--- src/rtl/aux_xact_pkg.sv ---
package aux_xact_pkg;

   typedef enum logic [1:0] {
      AUX_OK          = 2'd0,
      AUX_ERR_IO      = 2'd1,
      AUX_ERR_BUSY    = 2'd2,
      AUX_ERR_TIMEOUT = 2'd3
   } aux_err_e;

   typedef enum logic [3:0] {
      ST_IDLE,
      ST_OWN,
      ST_POLL,
      ST_POLL_WAIT,
      ST_LOAD,
      ST_KICK_RST,
      ST_KICK_GO,
      ST_SETTLE,
      ST_SAMPLE,
      ST_RELEASE,
      ST_TAIL,
      ST_DONE
   } seq_state_e;

   // AUX-level reply field value that asks for a retry
   localparam logic [1:0] AUX_RPL_DEFER = 2'b10;

   function automatic int unsigned us_to_cycles(input int unsigned khz,
                                                input int unsigned us);
      int unsigned r;
      r = (khz * us) / 1000;
      return (r == 0) ? 1 : r;
   endfunction

   function automatic int unsigned max_of(input int unsigned a,
                                          input int unsigned b);
      return (a > b) ? a : b;
   endfunction

endpackage

--- src/rtl/aux_wait_timer.sv ---
module aux_wait_timer #(
   parameter int unsigned CNT_W = 8
) (
   input  logic             clk,
   input  logic             rst_n,
   input  logic             load,
   input  logic [CNT_W-1:0] val,
   output logic             zero
);

   logic [CNT_W-1:0] cnt_q;

   always_ff @(posedge clk or negedge rst_n) begin
      if (!rst_n) begin
         cnt_q <= '0;
      end else if (load) begin
         cnt_q <= val;
      end else if (cnt_q != '0) begin
         cnt_q <= cnt_q - 1'b1;
      end
   end

   assign zero = (cnt_q == '0);

   // once expired the timer stays expired until reloaded
   AST_TMR_HOLDS_ZERO: assert property (@(posedge clk) disable iff (!rst_n)
      (!load && zero) |=> zero);

endmodule

--- src/rtl/aux_word_bank.sv ---
module aux_word_bank #(
   parameter int unsigned WORD_W  = 32,
   parameter int unsigned N_WORDS = 4
) (
   input  logic                        clk,
   input  logic                        rst_n,
   input  logic                        clear,
   input  logic                        load_out,
   input  logic [WORD_W*N_WORDS-1:0]   out_src,
   input  logic                        cap_in,
   input  logic [WORD_W*N_WORDS-1:0]   in_src,
   output logic [WORD_W*N_WORDS-1:0]   out_words,
   output logic [WORD_W*N_WORDS-1:0]   in_words
);

   if (N_WORDS < 1 || WORD_W < 8) begin : g_bad_shape
      $error("aux_word_bank: N_WORDS must be >= 1 and WORD_W >= 8");
   end

   for (genvar gi = 0; gi < N_WORDS; gi++) begin : g_word
      logic [WORD_W-1:0] out_q;
      logic [WORD_W-1:0] in_q;

      always_ff @(posedge clk or negedge rst_n) begin
         if (!rst_n) begin
            out_q <= '0;
            in_q  <= '0;
         end else begin
            if (clear) begin
               out_q <= '0;
            end else if (load_out) begin
               out_q <= out_src[gi*WORD_W +: WORD_W];
            end
            if (clear) begin
               in_q <= '0;
            end else if (cap_in) begin
               in_q <= in_src[gi*WORD_W +: WORD_W];
            end
         end
      end

      assign out_words[gi*WORD_W +: WORD_W] = out_q;
      assign in_words[gi*WORD_W +: WORD_W]  = in_q;
   end

   AST_LOAD_CAP_EXCL: assert property (@(posedge clk) disable iff (!rst_n)
      !(load_out && cap_in));

   AST_OUT_FROZEN: assert property (@(posedge clk) disable iff (!rst_n)
      (!clear && !load_out) |=> $stable(out_words));

endmodule

--- src/rtl/aux_xact_seq.sv ---
module aux_xact_seq
   import aux_xact_pkg::*;
#(
   parameter int unsigned CLK_KHZ    = 200000,
   parameter int unsigned POLL_US    = 100,
   parameter int unsigned SETTLE_US  = 400,
   parameter int unsigned ACK_WAIT   = 4,
   parameter int unsigned GO_TIMEOUT = 1000,
   parameter int unsigned POLL_TRIES = 3,
   parameter int unsigned MAX_DEFER  = 7,
   parameter int unsigned ADDR_W     = 20,
   parameter int unsigned CMD_W      = 4,
   parameter int unsigned RPL_W      = 4,
   parameter int unsigned WORD_W     = 32,
   parameter int unsigned N_WORDS    = 4,
   parameter int unsigned MAX_BYTES  = 16
) (
   input  logic                          clk,
   input  logic                          rst_n,
   input  logic                          start,
   input  logic [CMD_W-1:0]              cmd,
   input  logic [ADDR_W-1:0]             addr,
   input  logic [$clog2(MAX_BYTES):0]    len,
   input  logic [WORD_W*N_WORDS-1:0]     wdata,
   output logic                          busy,
   output logic                          done,
   output logic [1:0]                    err,
   output logic [RPL_W-1:0]              reply,
   output logic [WORD_W*N_WORDS-1:0]     rdata,
   output logic                          own_req,
   input  logic                          own_ack,
   input  logic                          chan_ready,
   output logic [CMD_W-1:0]              req_cmd,
   output logic [ADDR_W-1:0]             req_addr,
   output logic [$clog2(MAX_BYTES)-1:0]  req_len,
   output logic [WORD_W*N_WORDS-1:0]     req_wdata,
   output logic                          line_rst,
   output logic                          xfer_go,
   input  logic                          xfer_done,
   input  logic [RPL_W-1:0]              aux_reply,
   input  logic [WORD_W*N_WORDS-1:0]     aux_rdata
);

   localparam int unsigned DATA_W     = WORD_W * N_WORDS;
   localparam int unsigned LEN_W      = $clog2(MAX_BYTES) + 1;
   localparam int unsigned LENF_W     = $clog2(MAX_BYTES);
   localparam int unsigned POLL_CYC   = us_to_cycles(CLK_KHZ, POLL_US);
   localparam int unsigned SETTLE_CYC = us_to_cycles(CLK_KHZ, SETTLE_US);
   localparam int unsigned MAX_WAIT   = max_of(max_of(POLL_CYC, SETTLE_CYC),
                                               max_of(GO_TIMEOUT, ACK_WAIT));
   localparam int unsigned TMR_W      = $clog2(MAX_WAIT + 1);
   localparam int unsigned PT_W       = $clog2(POLL_TRIES + 1);
   localparam int unsigned RTY_W      = $clog2(MAX_DEFER + 1);

   localparam logic [TMR_W-1:0] T_ACK    = TMR_W'(ACK_WAIT);
   localparam logic [TMR_W-1:0] T_POLL   = TMR_W'(POLL_CYC);
   localparam logic [TMR_W-1:0] T_SETTLE = TMR_W'(SETTLE_CYC);
   localparam logic [TMR_W-1:0] T_GO     = TMR_W'(GO_TIMEOUT);
   localparam logic [PT_W-1:0]  PT_LAST  = PT_W'(POLL_TRIES - 1);
   localparam logic [RTY_W-1:0] RTY_LAST = RTY_W'(MAX_DEFER);

   // ---------------- elaboration checks ----------------
   if (MAX_BYTES * 8 != DATA_W) begin : g_bad_data
      $error("aux_xact_seq: WORD_W*N_WORDS must hold MAX_BYTES bytes");
   end
   if (POLL_TRIES < 1 || MAX_DEFER < 1) begin : g_bad_counts
      $error("aux_xact_seq: POLL_TRIES and MAX_DEFER must be >= 1");
   end
   if (ACK_WAIT < 1 || GO_TIMEOUT < 1) begin : g_bad_waits
      $error("aux_xact_seq: ACK_WAIT and GO_TIMEOUT must be >= 1");
   end
   if (CMD_W < 1 || RPL_W < 2 || ADDR_W < 1) begin : g_bad_fields
      $error("aux_xact_seq: field widths too small");
   end

   // ---------------- state ----------------
   seq_state_e         state_q, state_d;
   aux_err_e           err_q, err_val;
   logic [CMD_W-1:0]   cmd_q;
   logic [ADDR_W-1:0]  addr_q;
   logic [LENF_W-1:0]  lenf_q;
   logic [DATA_W-1:0]  wdata_q;
   logic [RPL_W-1:0]   rpl_q;
   logic [PT_W-1:0]    poll_cnt_q;
   logic [RTY_W-1:0]   rty_cnt_q;
   logic [LEN_W-1:0]   len_m1;

   logic               accept, poll_inc, rty_inc, load_out, cap_in, cap_rpl;
   logic               err_set;
   logic               tmr_load, tmr_zero;
   logic [TMR_W-1:0]   tmr_val;
   logic               is_read, is_defer;

   assign len_m1   = len - 1'b1;
   assign is_read  = cmd_q[0];
   assign is_defer = (aux_reply[1:0] == AUX_RPL_DEFER);

   aux_wait_timer #(
      .CNT_W (TMR_W)
   ) u_timer (
      .clk   (clk),
      .rst_n (rst_n),
      .load  (tmr_load),
      .val   (tmr_val),
      .zero  (tmr_zero)
   );

   aux_word_bank #(
      .WORD_W  (WORD_W),
      .N_WORDS (N_WORDS)
   ) u_bank (
      .clk       (clk),
      .rst_n     (rst_n),
      .clear     (accept),
      .load_out  (load_out),
      .out_src   (wdata_q),
      .cap_in    (cap_in),
      .in_src    (aux_rdata),
      .out_words (req_wdata),
      .in_words  (rdata)
   );

   // ---------------- next-state logic ----------------
   always_comb begin
      state_d  = state_q;
      tmr_load = 1'b0;
      tmr_val  = '0;
      accept   = 1'b0;
      poll_inc = 1'b0;
      rty_inc  = 1'b0;
      load_out = 1'b0;
      cap_in   = 1'b0;
      cap_rpl  = 1'b0;
      err_set  = 1'b0;
      err_val  = AUX_OK;
      unique case (state_q)
         ST_IDLE: begin
            if (start) begin
               accept   = 1'b1;
               state_d  = ST_OWN;
               tmr_load = 1'b1;
               tmr_val  = T_ACK;
            end
         end
         ST_OWN: begin
            if (tmr_zero) begin
               if (own_ack) begin
                  state_d = ST_POLL;
               end else begin
                  err_set  = 1'b1;
                  err_val  = AUX_ERR_IO;
                  state_d  = ST_RELEASE;
                  tmr_load = 1'b1;
                  tmr_val  = T_ACK;
               end
            end
         end
         ST_POLL: begin
            if (chan_ready) begin
               state_d = is_read ? ST_KICK_RST : ST_LOAD;
            end else if (poll_cnt_q == PT_LAST) begin
               err_set  = 1'b1;
               err_val  = AUX_ERR_BUSY;
               state_d  = ST_RELEASE;
               tmr_load = 1'b1;
               tmr_val  = T_ACK;
            end else begin
               poll_inc = 1'b1;
               state_d  = ST_POLL_WAIT;
               tmr_load = 1'b1;
               tmr_val  = T_POLL;
            end
         end
         ST_POLL_WAIT: begin
            if (tmr_zero) begin
               state_d = ST_POLL;
            end
         end
         ST_LOAD: begin
            load_out = 1'b1;
            state_d  = ST_KICK_RST;
         end
         ST_KICK_RST: begin
            state_d  = ST_KICK_GO;
            tmr_load = 1'b1;
            tmr_val  = T_GO;
         end
         ST_KICK_GO: begin
            if (xfer_done) begin
               state_d  = ST_SETTLE;
               tmr_load = 1'b1;
               tmr_val  = T_SETTLE;
            end else if (tmr_zero) begin
               err_set  = 1'b1;
               err_val  = AUX_ERR_BUSY;
               state_d  = ST_RELEASE;
               tmr_load = 1'b1;
               tmr_val  = T_ACK;
            end
         end
         ST_SETTLE: begin
            if (tmr_zero) begin
               state_d = ST_SAMPLE;
            end
         end
         ST_SAMPLE: begin
            cap_rpl = 1'b1;
            if (is_defer) begin
               if (rty_cnt_q == RTY_LAST) begin
                  err_set  = 1'b1;
                  err_val  = AUX_ERR_TIMEOUT;
                  state_d  = ST_RELEASE;
                  tmr_load = 1'b1;
                  tmr_val  = T_ACK;
               end else begin
                  rty_inc = 1'b1;
                  state_d = ST_KICK_RST;
               end
            end else begin
               cap_in   = is_read;
               state_d  = ST_RELEASE;
               tmr_load = 1'b1;
               tmr_val  = T_ACK;
            end
         end
         ST_RELEASE: begin
            if (tmr_zero) begin
               if (own_ack) begin
                  err_set = 1'b1;
                  err_val = AUX_ERR_IO;
               end
               state_d  = ST_TAIL;
               tmr_load = 1'b1;
               tmr_val  = T_SETTLE;
            end
         end
         ST_TAIL: begin
            if (tmr_zero) begin
               state_d = ST_DONE;
            end
         end
         ST_DONE: begin
            state_d = ST_IDLE;
         end
         default: begin
            state_d = ST_IDLE;
         end
      endcase
   end

   // ---------------- registers ----------------
   always_ff @(posedge clk or negedge rst_n) begin
      if (!rst_n) begin
         state_q    <= ST_IDLE;
         err_q      <= AUX_OK;
         cmd_q      <= '0;
         addr_q     <= '0;
         lenf_q     <= '0;
         wdata_q    <= '0;
         rpl_q      <= '0;
         poll_cnt_q <= '0;
         rty_cnt_q  <= '0;
      end else begin
         state_q <= state_d;
         if (accept) begin
            cmd_q      <= cmd;
            addr_q     <= addr;
            lenf_q     <= len_m1[LENF_W-1:0];
            wdata_q    <= wdata;
            rpl_q      <= '0;
            err_q      <= AUX_OK;
            poll_cnt_q <= '0;
            rty_cnt_q  <= '0;
         end else begin
            if (poll_inc) poll_cnt_q <= poll_cnt_q + 1'b1;
            if (rty_inc)  rty_cnt_q  <= rty_cnt_q + 1'b1;
            if (err_set)  err_q      <= err_val;
            if (cap_rpl)  rpl_q      <= aux_reply;
         end
      end
   end

   // ---------------- outputs ----------------
   assign busy     = (state_q != ST_IDLE);
   assign done     = (state_q == ST_DONE);
   assign line_rst = (state_q == ST_KICK_RST);
   assign xfer_go  = (state_q == ST_KICK_GO);
   assign own_req  = (state_q inside {ST_OWN, ST_POLL, ST_POLL_WAIT, ST_LOAD,
                                      ST_KICK_RST, ST_KICK_GO, ST_SETTLE,
                                      ST_SAMPLE});
   assign err      = err_q;
   assign reply    = rpl_q;
   assign req_cmd  = cmd_q;
   assign req_addr = addr_q;
   assign req_len  = lenf_q;

   // ---------------- assertions ----------------
   AST_DONE_ONE_CYCLE: assert property (@(posedge clk) disable iff (!rst_n)
      done |=> !done);

   AST_BUSY_HOLDS: assert property (@(posedge clk) disable iff (!rst_n)
      (busy && !done) |=> busy);

   AST_REQ_OWNED: assert property (@(posedge clk) disable iff (!rst_n)
      (line_rst || xfer_go) |-> own_req);

   AST_RST_THEN_GO: assert property (@(posedge clk) disable iff (!rst_n)
      $rose(xfer_go) |-> $past(line_rst));

   AST_DEFER_BOUND: assert property (@(posedge clk) disable iff (!rst_n)
      rty_cnt_q <= RTY_LAST);

   AST_POLL_BOUND: assert property (@(posedge clk) disable iff (!rst_n)
      poll_cnt_q <= PT_LAST);

   AST_LEN_RANGE: assert property (@(posedge clk) disable iff (!rst_n)
      (start && !busy) |-> (len >= 1 && len <= LEN_W'(MAX_BYTES)));

   AST_RELEASED_AT_DONE: assert property (@(posedge clk) disable iff (!rst_n)
      done |-> !own_req);

endmodule

--- config.mk ---
export PLATFORM = sky130hd
export DESIGN_NAME = aux_xact_seq
export DESIGN_NICKNAME = d
export VERILOG_FILES = /design/src/rtl/aux_xact_pkg.sv /design/src/rtl/aux_wait_timer.sv /design/src/rtl/aux_word_bank.sv /design/src/rtl/aux_xact_seq.sv
export SDC_FILE = /design/constraint.sdc
export NUM_CORES = 1
export LEC_CHECK = 0
export BUFFER_PORTS_ARGS = -buffer_cell sky130_fd_sc_hd__buf_2
export CORE_AREA = 2 2 230 232
export DETAILED_ROUTE_END_ITERATION = 7
export DIE_AREA = 0 0 232 234
export GPL_ROUTABILITY_DRIVEN = 0
export PLACE_DENSITY = 0.6
export SETUP_SLACK_MARGIN = 0.05
export SYNTH_ARGS = -nofsm -noshare
export SYNTH_HDL_FRONTEND = slang
export SYNTH_HIERARCHICAL = 1
export SYNTH_SLANG_ARGS = --single-unit
--- constraint.sdc ---
create_clock -name clk -period 4.8 [get_ports clk]
set_clock_uncertainty 0.05 [all_clocks]
set_input_delay 0.72 -clock clk [delete_from_list [all_inputs] [get_ports clk]]
set_output_delay 0.72 -clock clk [all_outputs]
set_load 0.03 [all_outputs]
==> qor.csv, run 1 <==
stage,metric,value,unit
cts,Root Driver,clkbuf_16,
min_path,Worst Hold Class,input pin to async pin,
cts,worst-case clock buffer depth,3,
grt,Total GRT Usage,17.8,%
critical_path,"Req. time, crit path",5.20,ns
route,wire length per cell,16.7,microns
place,IO Port Bufs,588,
synth,Synth Area in Adders,0.335,%
timing,Final Hold Viols,0,
critical_path,reg-to-reg endpoint,u_timer/cnt_q[14],
timing,FMAX,295,MHz
die,core area,52000,sq um
route,1st-iter DRT viols,848,
critical_path,Crit Reg-Reg Startpoint,u_timer/cnt_q[0],
pwr,Worst VDD drop,365,uV
cts,H-tree depth,2,
cts,total CTS buffers,48,
pwr,Power Density,668,nW/um^2
finish,Nets,2594,
route,drt total wl,50600,microns
synth,most frequent cell after synthesis,nand2_1,
critical_path,Critical Path End Type,flip-flop,
grt,antenna violations before repair,7,
route,antenna-violating nets left,0,
route,DRT Pass-1 Iters,5,
timing,Period minus WS final,3.39,ns
grt,first-pass GRT wire length,77000,microns
critical_path,type of origin of the critical path,flip-flop,
cts,post-CTS resize count,0,
timing,Worst Tran Pin Value,1.09,ns
outcome,status,"finished, final reports clean",
timing,Final Cycle Share,70.6,%
route,drt drc,0,
cts,clock transition at the registers of the reported paths,0.06,ns
cts,number of buffers inserted by hold repair at cts,0,
timing,final setup fails,0,
synth,post-synthesis async set-or-reset flop share,100,%
synth,xor/xnor cell area share of the yosys netlist,0.657,%
finish,area grow syn2layout,25.7,%
synth,ys flop type,dfrtp_1,
job,Max-cap violations,0,
pwr,Power Total,15.7,mW
timing,RSZ-0062 raised after global routing,false,
die,die width,232,microns
synth,area share of the largest cell type after synthesis,59.5,%
synth,Post-synth EDFFs,0,
synth,Synth Register Bits,444,
synth,Synth area leader,dfrtp_1,
synth,post-synth cell types,66,
cts,Clock Sinks,444,
die,starting density of the core,35.9,%
die,Site Rows,84,
cts,Post-CTS Setup Bufs,0,
critical_path,crit path max fanout,27,
route,Vias,14000,
synth,largest family of logic cells by synthesized area,simple AND/OR/NAND/NOR gates,
grt,vias in the first global route,13700,
synth,Avg Inst Size Synth,10.8,sq um
pwr,LEAKAGE,12.6,nW
cts,worst-skew pair later-pin latency,0.56,ns
synth,post-synthesis mux area share,13.7,%
timing,Setup TNS,0,ns
critical_path,flop2flop setup slack,1.41,ns
synth,YS warnings,6,
die,die height,234,microns
synth,synth top area cells,"dfrtp_1 59%, mux2i_1 14%, nand2_1 10%",
route,vias per inst,4.65,
timing,Final Max Slew Viols,0,
synth,synthesized cell area,18700,sq um
synth,post-synthesis simple-gate area fraction,17.9,%
critical_path,CP Class,flip-flop to flip-flop,
synth,gate count of the mapped netlist,1734,
cts,CTS tree,done,
die,die area,54300,sq um
die,num ports,590,
place,Post-DP HPWL,35000,microns
critical_path,Worst Reg2Reg Path Length in Cells,12,
grt,pin count of the biggest net entering global routing,129,
grt,global route total overflow,0,
critical_path,"Arr. time, crit path",3.79,ns
synth,Compound-Gate Fraction of Synth Area,2.61,%
timing,Max-slew headroom,27.0,%
finish,share of cells above drive strength 1,30.2,%
synth,"top cells by count, synth","497 x nand2_1, 444 x dfrtp_1, 272 x nor2_1",
synth,"Seq/Total Area, Yosys",59.5,%
## layout by cell type, fill, tap and decap left out, types with 3 or more instances in the layout
cell and instances:
clkinv_2 8, clkbuf_1 8, bufinv_16 5, nor3b_1 3, buf_4 14, nor2_1 272, nand2_1 496, mux2i_1 256
inv_1 13, xor2_1 3, o31ai_1 14, clkbuf_8 9, conb_1 4, o21ai_0 9, nor4_1 4, ha_1 5
xnor2_1 11, buf_2 587, buf_12 8, o211ai_1 3, nand3b_1 3, nand3_1 4, clkbuf_16 49, nor2b_1 6
a21boi_0 3, nor3_1 5, nand2b_1 7, a21oi_1 11, diode_2 7, o21ai_1 4, dfrtp_1 444
## worst max-delay path: stages, from the launching register on
cell and delay [ns]:
dfrtp_1 0.39, inv_1 0.11, ha_1 0.23, nor4b_1 0.25, buf_4 0.18, nand2b_1 0.09, nor3_2 0.45, and4bb_2 0.33
nand2_1 0.08, or3b_1 0.70, buf_4 0.29, nand2_1 0.06, o31ai_1 0.07
## layer usage
metal / vias up / GRT usage (%) / wire length (microns)
li1: 6742 / - / -
met1: 6813 / 22.9 / 21300
met2: 402 / 30.0 / 25000
met3: 78 / 4.04 / 3120
met4: 2 / 5.09 / 1140
met5: - / 0 / 13
## area by class of cell
| class | instances | area (sq um) |
|---|---|---|
| inverters | 14 | 60.1 |
| fillers | 4984 | 28500 |
| flip-flops and latches | 444 | 11100 |
| well taps | 688 | 861 |
| repair buffers | 610 | 3220 |
| clock inverters | 16 | 219 |
| multi-input cells | 1176 | 6610 |
| clock buffers | 66 | 1380 |
| diodes | 7 | 17.5 |
## metrics by stage
step / cells / worst slack, ns / utilization [%] / hold slack [ns] / area (sq um)
after floorplan: 1737 / 1.78 / - / 0.374 / 18700
after global placement: 2932 / 1.57 / 42.0 / 0.407 / 21900
after detailed placement: 2932 / 1.47 / 42.0 / 0.408 / 21900
after CTS: 3014 / 1.44 / 45.1 / 0.161 / 23500
after global routing: 3018 / 1.09 / 45.1 / 0.144 / 23500
final: 3021 / 1.41 / 45.1 / 0.0987 / 23500
## state kept, by name, summed over array words and instances (netlist names)
register,flops
u_bank/g_word.in_q,128
u_bank/g_word.out_q,128
wdata_q,128
req_addr,20
u_timer/cnt_q,17
reply,4
req_cmd,4
req_len,4
state_q,4
rty_cnt_q,3
err,2
poll_cnt_q,2
## worst max-delay path by stage
stage	depth (start not counted)	endpoint	from	slack [ns]
3_3_place_gp	12	u_timer/cnt_q[5]	u_timer/cnt_q[0]	1.57
5_1_grt	11	u_timer/cnt_q[13]	u_timer/cnt_q[0]	1.09
2_1_floorplan	12	u_timer/cnt_q[11]	u_timer/cnt_q[0]	1.78
6_report	12	u_timer/cnt_q[14]	u_timer/cnt_q[0]	1.41
4_1_cts	12	u_timer/cnt_q[14]	u_timer/cnt_q[0]	1.44
3_5_place_dp	12	u_timer/cnt_q[14]	u_timer/cnt_q[0]	1.47
## power by group
group	total, mW	internal (mW)	leakage [nW]	switching (mW)
clock network	3.75	2.27	0.795	1.48
registers	5.92	5.11	5.83	0.810
logic	6.02	1.97	5.99	4.06
## cells by family after synthesis
group                      after synthesis
and+or+nand+nor                        828
DFF                                    444
muxes                                  256
buffers and inverters                  117
AOI/OAI and AO/OA                       69
xor gates and xnor gates                14
adders and majority gates                5
other                                    1
No activity file was read; power rests on OpenSTA's default activity.
==> run 2: changes to the inputs <==
- PLACE_DENSITY: 0.6 -> 0.62
- clock period: 4.8 -> 2.8 ns (I/O delays scaled with it)
==> qor.csv, run 2 (same netlist as run 1, synthesis figures left out) <==
stage,metric,value,unit,change
die,die width,232,microns,unchanged
outcome,status,"finished, final reports clean",,unchanged
critical_path,Critical Path End Type,flip-flop,,unchanged
timing,FMAX,382,MHz,was 295 MHz
grt,vias in the first global route,15000,,was 13700
grt,pin count of the biggest net entering global routing,96,,was 129
cts,CTS tree,done,,unchanged
place,Place WS,0.108,ns,was 1.47 ns
cts,Clock Sinks,444,,unchanged
timing,Period minus WS final,2.62,ns,was 3.39 ns
route,Vias,15200,,was 14000
timing,Final Max Slew Viols,0,,unchanged
job,Max-cap violations,0,,unchanged
timing,Final Hold Viols,0,,unchanged
route,antenna-violating nets left,0,,unchanged
die,num ports,590,,unchanged
critical_path,Worst setup endpoint,u_timer/cnt_q[13],,was u_timer/cnt_q[14]
die,core area,52000,sq um,unchanged
timing,final setup fails,0,,unchanged
critical_path,CP Class,flip-flop to flip-flop,,unchanged
timing,Setup TNS,0,ns,unchanged
route,1st-iter DRT viols,727,,was 848
timing,Final Cycle Share,93.5,%,was 70.6%
critical_path,crit path max fanout,5,,was 27
route,drt drc,0,,unchanged
pwr,Net Sw Frac,40.8,%,was 40.4%
finish,area grow syn2layout,37.1,%,was 25.7%
critical_path,reg-to-reg endpoint,u_timer/cnt_q[13],,was u_timer/cnt_q[14]
critical_path,CP Launch Point,u_timer/cnt_q[12],,was u_timer/cnt_q[0]
cts,H-tree depth,2,,unchanged
finish,cell area after layout,25600,sq um,was 23500 sq um
route,drt total wl,52800,microns,was 50600 microns
grt,global route total overflow,0,,unchanged
finish,Nets,2799,,was 2594
grt,first-pass GRT wire length,80400,microns,was 77000 microns
grt,antenna violations before repair,5,,was 7
pwr,Clk pwr share,22.8,%,was 23.9%
critical_path,CP max stage delay,0.43,ns,was 0.70 ns
die,Site Rows,84,,unchanged
cts,worst-skew pair later-pin latency,0.57,ns,was 0.56 ns
cts,worst-case clock buffer depth,3,,unchanged
die,die height,234,microns,unchanged
place,Post-DP HPWL,36700,microns,was 35000 microns
pwr,Power Density,1070,nW/um^2,was 668 nW/um^2
critical_path,Crit-path slowest cell,nor4_1,,was or3b_1
critical_path,flop2flop setup slack,0.18,ns,was 1.41 ns
finish,most frequent cells in the layout,"587 x buf_2, 496 x nand2_1, 444 x dfrtp_1",,unchanged
critical_path,"Req. time, crit path",3.23,ns,was 5.20 ns
min_path,Worst Hold Class,input pin to flip-flop,,was input pin to async pin
pwr,P_sw,11.2,mW,was 6.35 mW
critical_path,Worst Reg2Reg Path Length in Cells,9,,was 12
cts,total CTS buffers,49,,was 48
finish,fin util,49.2,%,was 45.1%
pwr,Seq pwr share,36.9,%,was 37.7%
cts,clock transition at the registers of the reported paths,0.06,ns,about the same
route,wire length per cell,16.3,microns,was 16.7 microns
grt,Total GRT Usage,18.6,%,was 17.8%
die,die area,54300,sq um,unchanged
critical_path,Crit Reg-Reg Startpoint,u_timer/cnt_q[12],,was u_timer/cnt_q[0]
pwr,Power Total,27.4,mW,was 15.7 mW
place,Post-DP Area,22400,sq um,was 21900 sq um
timing,setup ws final,0.182,ns,was 1.41 ns
critical_path,"Arr. time, crit path",3.05,ns,was 3.79 ns
route,vias per inst,4.69,,was 4.65
timing,final hold slack,0.0404,ns,was 0.0987 ns
pwr,LEAKAGE,13.6,nW,was 12.6 nW
critical_path,"Cell Chain, Critical Path","nor4_1, nand2b_1, nor3_4, and4bb_2, nand2_1, or3b_4, buf_4, nand4b_1, nor3b_1",,"was inv_1, ha_1, nor4b_1, buf_4, nand2b_1, nor3_2, and4bb_2, nand2_1, or3b_1, buf_4, nand2_1, o31ai_1"
cts,Root Driver,clkbuf_16,,unchanged
pwr,Comb power frac,40.3,%,was 38.4%
place,placed cells,2973,,was 2932
critical_path,type of origin of the critical path,flip-flop,,unchanged
route,DRT Pass-1 Iters,5,,unchanged
pwr,internal power,16.2,mW,was 9.35 mW
timing,Max-slew headroom,51.3,%,was 27.0%
pwr,Worst VDD drop,529,uV,was 365 uV
timing,Worst Tran Pin Value,0.729,ns,was 1.09 ns
finish,Finished Layout Cells,3231,,was 3021
timing,RSZ-0062 raised after global routing,false,,unchanged
finish,largest registers,"u_bank/g_word.in_q (128), u_bank/g_word.out_q (128), wdata_q (128)",,unchanged
finish,share of cells above drive strength 1,29.6,%,was 30.2%
place,IO Port Bufs,588,,unchanged
die,starting density of the core,35.9,%,unchanged
finish,"most common cell after layout, fill and taps aside",buf_2,,unchanged
-- run 2: worst min path at each step --
stage,cells after the start,endpoint,startpoint,slack [ns]
global route,3,u_bank/g_word[3].in_q[17],aux_rdata[113],0.008
CTS,3,req_addr[17],addr[17],0.00004
global placement,1,wdata_q[10],rst_n,0.39
floorplan,0,err[0],rst_n,0.07
finish,3,req_addr[17],addr[17],0.04
detailed placement,1,u_bank/g_word[0].out_q[15],rst_n,0.39
-- run 2: routing by layer --
| metal | global-route usage [%] | routed length (microns) |
|---|---|---|
| met2 | 31.4 | 26000 |
| met4 | 7.53 | 1940 |
| met1 | 22.7 | 21200 |
| met5 | 0 | 0 |
| met3 | 4.63 | 3550 |
-- run 2: power by group through the flow --
stage	Sequential [mW]	Clock [mW]	Combinational (mW)
global placement	10.1	0	10.6
detailed placement	10.2	0	10.8
floorplan	12.6	0	5.28
global route	10.4	6.70	12.0
finish	10.1	6.25	11.1
CTS	10.1	6.43	11.0
-- run 2: final cells by class --
| class | count | area, sq um |
|---|---|---|
| well taps | 688 | 861 |
| clock buffers | 77 | 1490 |
| inverters | 14 | 60.1 |
| repair buffers | 814 | 5340 |
| flip-flops and latches | 444 | 11100 |
| diodes | 6 | 15.0 |
| fillers | 4765 | 26400 |
| clock inverters | 12 | 78.8 |
| multi-input cells | 1176 | 6640 |
-- run 2: what timing repair did --
item,4_1_cts,5_1_grt
gates resized for setup,0,5
hold buffers,161,0
setup buffers,0,2
hold endpoints to repair,213,0
setup endpoints to repair,0,16
-- run 2: worst max-delay path: cells and delay by family, from the launching register on --
family        cells  cell delay (ns)
buf+inv           1             0.14
simple gates      8             1.92
flops             1             0.42
==> run 3: changes to the inputs <==
- clock period: 2.8 -> 2.4 ns (I/O delays scaled with it)
==> qor.csv, run 3 (same netlist as run 1, synthesis figures left out) <==
stage,metric,value,unit,change
critical_path,"Arr. time, crit path",2.80,ns,was 3.05 ns
critical_path,Worst setup endpoint,u_timer/cnt_q[13],,unchanged
critical_path,Worst Reg2Reg Path Length in Cells,11,,was 9
pwr,Worst VDD drop,657,uV,was 529 uV
pwr,Power Density,1230,nW/um^2,was 1070 nW/um^2
finish,most frequent cells in the layout,"588 x buf_2, 496 x nand2_1, 440 x dfrtp_1",,"was 587 x buf_2, 496 x nand2_1, 444 x dfrtp_1"
critical_path,"Req. time, crit path",2.83,ns,was 3.23 ns
finish,Nets,2962,,was 2799
place,Post-DP HPWL,38700,microns,was 36700 microns
pwr,LEAKAGE,14.4,nW,was 13.6 nW
grt,antenna violations before repair,4,,was 5
critical_path,Crit Reg-Reg Startpoint,u_timer/cnt_q[0],,was u_timer/cnt_q[12]
finish,fin util,52.6,%,was 49.2%
job,Max-cap violations,0,,unchanged
grt,first-pass GRT wire length,87000,microns,was 80400 microns
outcome,status,"finished, final reports clean",,unchanged
critical_path,flop2flop setup slack,0.03,ns,was 0.18 ns
timing,Worst Tran Pin Value,0.551,ns,was 0.729 ns
critical_path,crit path max fanout,7,,was 5
critical_path,CP Launch Point,u_timer/cnt_q[0],,was u_timer/cnt_q[12]
cts,worst-case clock buffer depth,3,,unchanged
grt,global route total overflow,0,,unchanged
route,antenna-violating nets left,0,,unchanged
cts,Clock Sinks,444,,unchanged
timing,Max-slew headroom,63.3,%,was 51.3%
critical_path,reg-to-reg endpoint,u_timer/cnt_q[13],,unchanged
timing,final setup fails,0,,unchanged
route,Vias,15900,,was 15200
pwr,Power Total,33.6,mW,was 27.4 mW
grt,vias in the first global route,16500,,was 15000
cts,H-tree depth,2,,unchanged
route,1st-iter DRT viols,827,,was 727
min_path,Worst Hold Class,input pin to flip-flop,,unchanged
die,starting density of the core,35.9,%,unchanged
route,wire length per cell,16.8,microns,was 16.3 microns
die,num ports,590,,unchanged
finish,largest registers,"u_bank/g_word.in_q (128), u_bank/g_word.out_q (128), wdata_q (128)",,unchanged
finish,area grow syn2layout,46.6,%,was 37.1%
timing,Final Cycle Share,98.7,%,was 93.5%
cts,Root Driver,clkbuf_16,,unchanged
cts,clock transition at the registers of the reported paths,0.06,ns,about the same
route,DRT Pass-1 Iters,5,,unchanged
critical_path,CP Class,flip-flop to flip-flop,,unchanged
timing,Final Max Slew Viols,0,,unchanged
die,die height,234,microns,unchanged
die,Site Rows,84,,unchanged
die,die width,232,microns,unchanged
finish,"most common cell after layout, fill and taps aside",buf_2,,unchanged
finish,share of cells above drive strength 1,30.6,%,was 29.6%
place,IO Port Bufs,588,,unchanged
cts,CTS tree,done,,unchanged
grt,Total GRT Usage,20.1,%,was 18.6%
critical_path,type of origin of the critical path,flip-flop,,unchanged
cts,total CTS buffers,48,,was 49
die,die area,54300,sq um,unchanged
route,drt drc,0,,unchanged
timing,Setup TNS,0,ns,unchanged
route,vias per inst,4.69,,about the same
cts,worst-skew pair later-pin latency,0.56,ns,was 0.57 ns
critical_path,Critical Path End Type,flip-flop,,unchanged
timing,Period minus WS final,2.37,ns,was 2.62 ns
timing,Final Hold Viols,0,,unchanged
route,drt total wl,57000,microns,was 52800 microns
timing,RSZ-0062 raised after global routing,true,,was false
place,placed cells,3015,,was 2973
die,core area,52000,sq um,unchanged
timing,FMAX,422,MHz,was 382 MHz
grt,pin count of the biggest net entering global routing,95,,was 96
finish,Finished Layout Cells,3392,,was 3231
[run 3: cell count changes in the layout (fill, tap and decap cells not counted), sizes merged]
cell         previous run  this run
inv                    17        15
clkinvlp                2         1
clkbuf                 77        72
dlygate4sd3           161       271
buf                   653       707
diode                   6         5
bufinv                  0         6
[run 3: worst min path at each step]
stage / startpoint / endpoint / slack (ns) / cells past startpoint
6_report: aux_rdata[69] / u_bank/g_word[2].in_q[5] / 0.04 / 3
5_1_grt: aux_rdata[69] / u_bank/g_word[2].in_q[5] / 0.006 / 3
4_1_cts: aux_rdata[69] / u_bank/g_word[2].in_q[5] / 0.0004 / 3
3_5_place_dp: rst_n / u_bank/g_word[0].in_q[9] / 0.32 / 1
3_3_place_gp: rst_n / u_bank/g_word[0].in_q[9] / 0.31 / 1
2_1_floorplan: rst_n / err[0] / 0.01 / 0
[run 3: cell type report]
cell class | instances | area [sq um]
repair buffers | 978 | 6890
inverters | 14 | 60.1
well taps | 688 | 861
fillers | 4447 | 24700
clock buffers | 72 | 1440
clock inverters | 15 | 231
flip-flops and latches | 444 | 11100
multi-input cells | 1176 | 6760
diodes | 5 | 12.5
[run 3: metal layers]
layer  vias to the layer above  track usage (%)  share of wire (%)
li1                       7487                -                  -
met1                      7675             23.5                 39
met2                       599             34.8                 50
met3                       159             4.88                6.6
met4                         0             9.86                4.7
met5                         -                0                  0
[run 3: stage by stage]
step	cell area, sq um	setup slack, ns	hold WS, ns
2_1_floorplan	18700	-0.0587	0.0144
3_3_place_gp	22700	-0.0161	0.310
3_5_place_dp	22700	-0.109	0.315
4_1_cts	27200	0.0172	0.000407
5_1_grt	27400	-0.105	0.00578
6_report	27400	0.0318	0.0352
[run 3: critical path, cell delays in order, from the launching register on]
cell	delay (ns)
dfrtp_1	0.39
inv_2	0.09
ha_4	0.13
nor4b_4	0.21
nand2b_1	0.15
nor3_4	0.21
and4bb_2	0.27
nand2_1	0.07
or3b_4	0.32
buf_6	0.13
nand4b_1	0.10
nor3b_2	0.16
[run 3: what timing repair did]
item	in CTS	in global routing
cloned	1	0
setup endpoints to repair	20	21
gates resized for setup	21	12
hold buffers	271	0
buffers inserted	6	7
pin swaps	4	4
hold endpoints to repair	312	0
[run 3: power breakdown]
| part | internal (mW) | switching (mW) | total (mW) |
|---|---|---|---|
| sequential | 10.2 | 1.63 | 11.9 |
| clock | 4.78 | 2.96 | 7.74 |
| combinational | 5.18 | 8.86 | 14.0 |
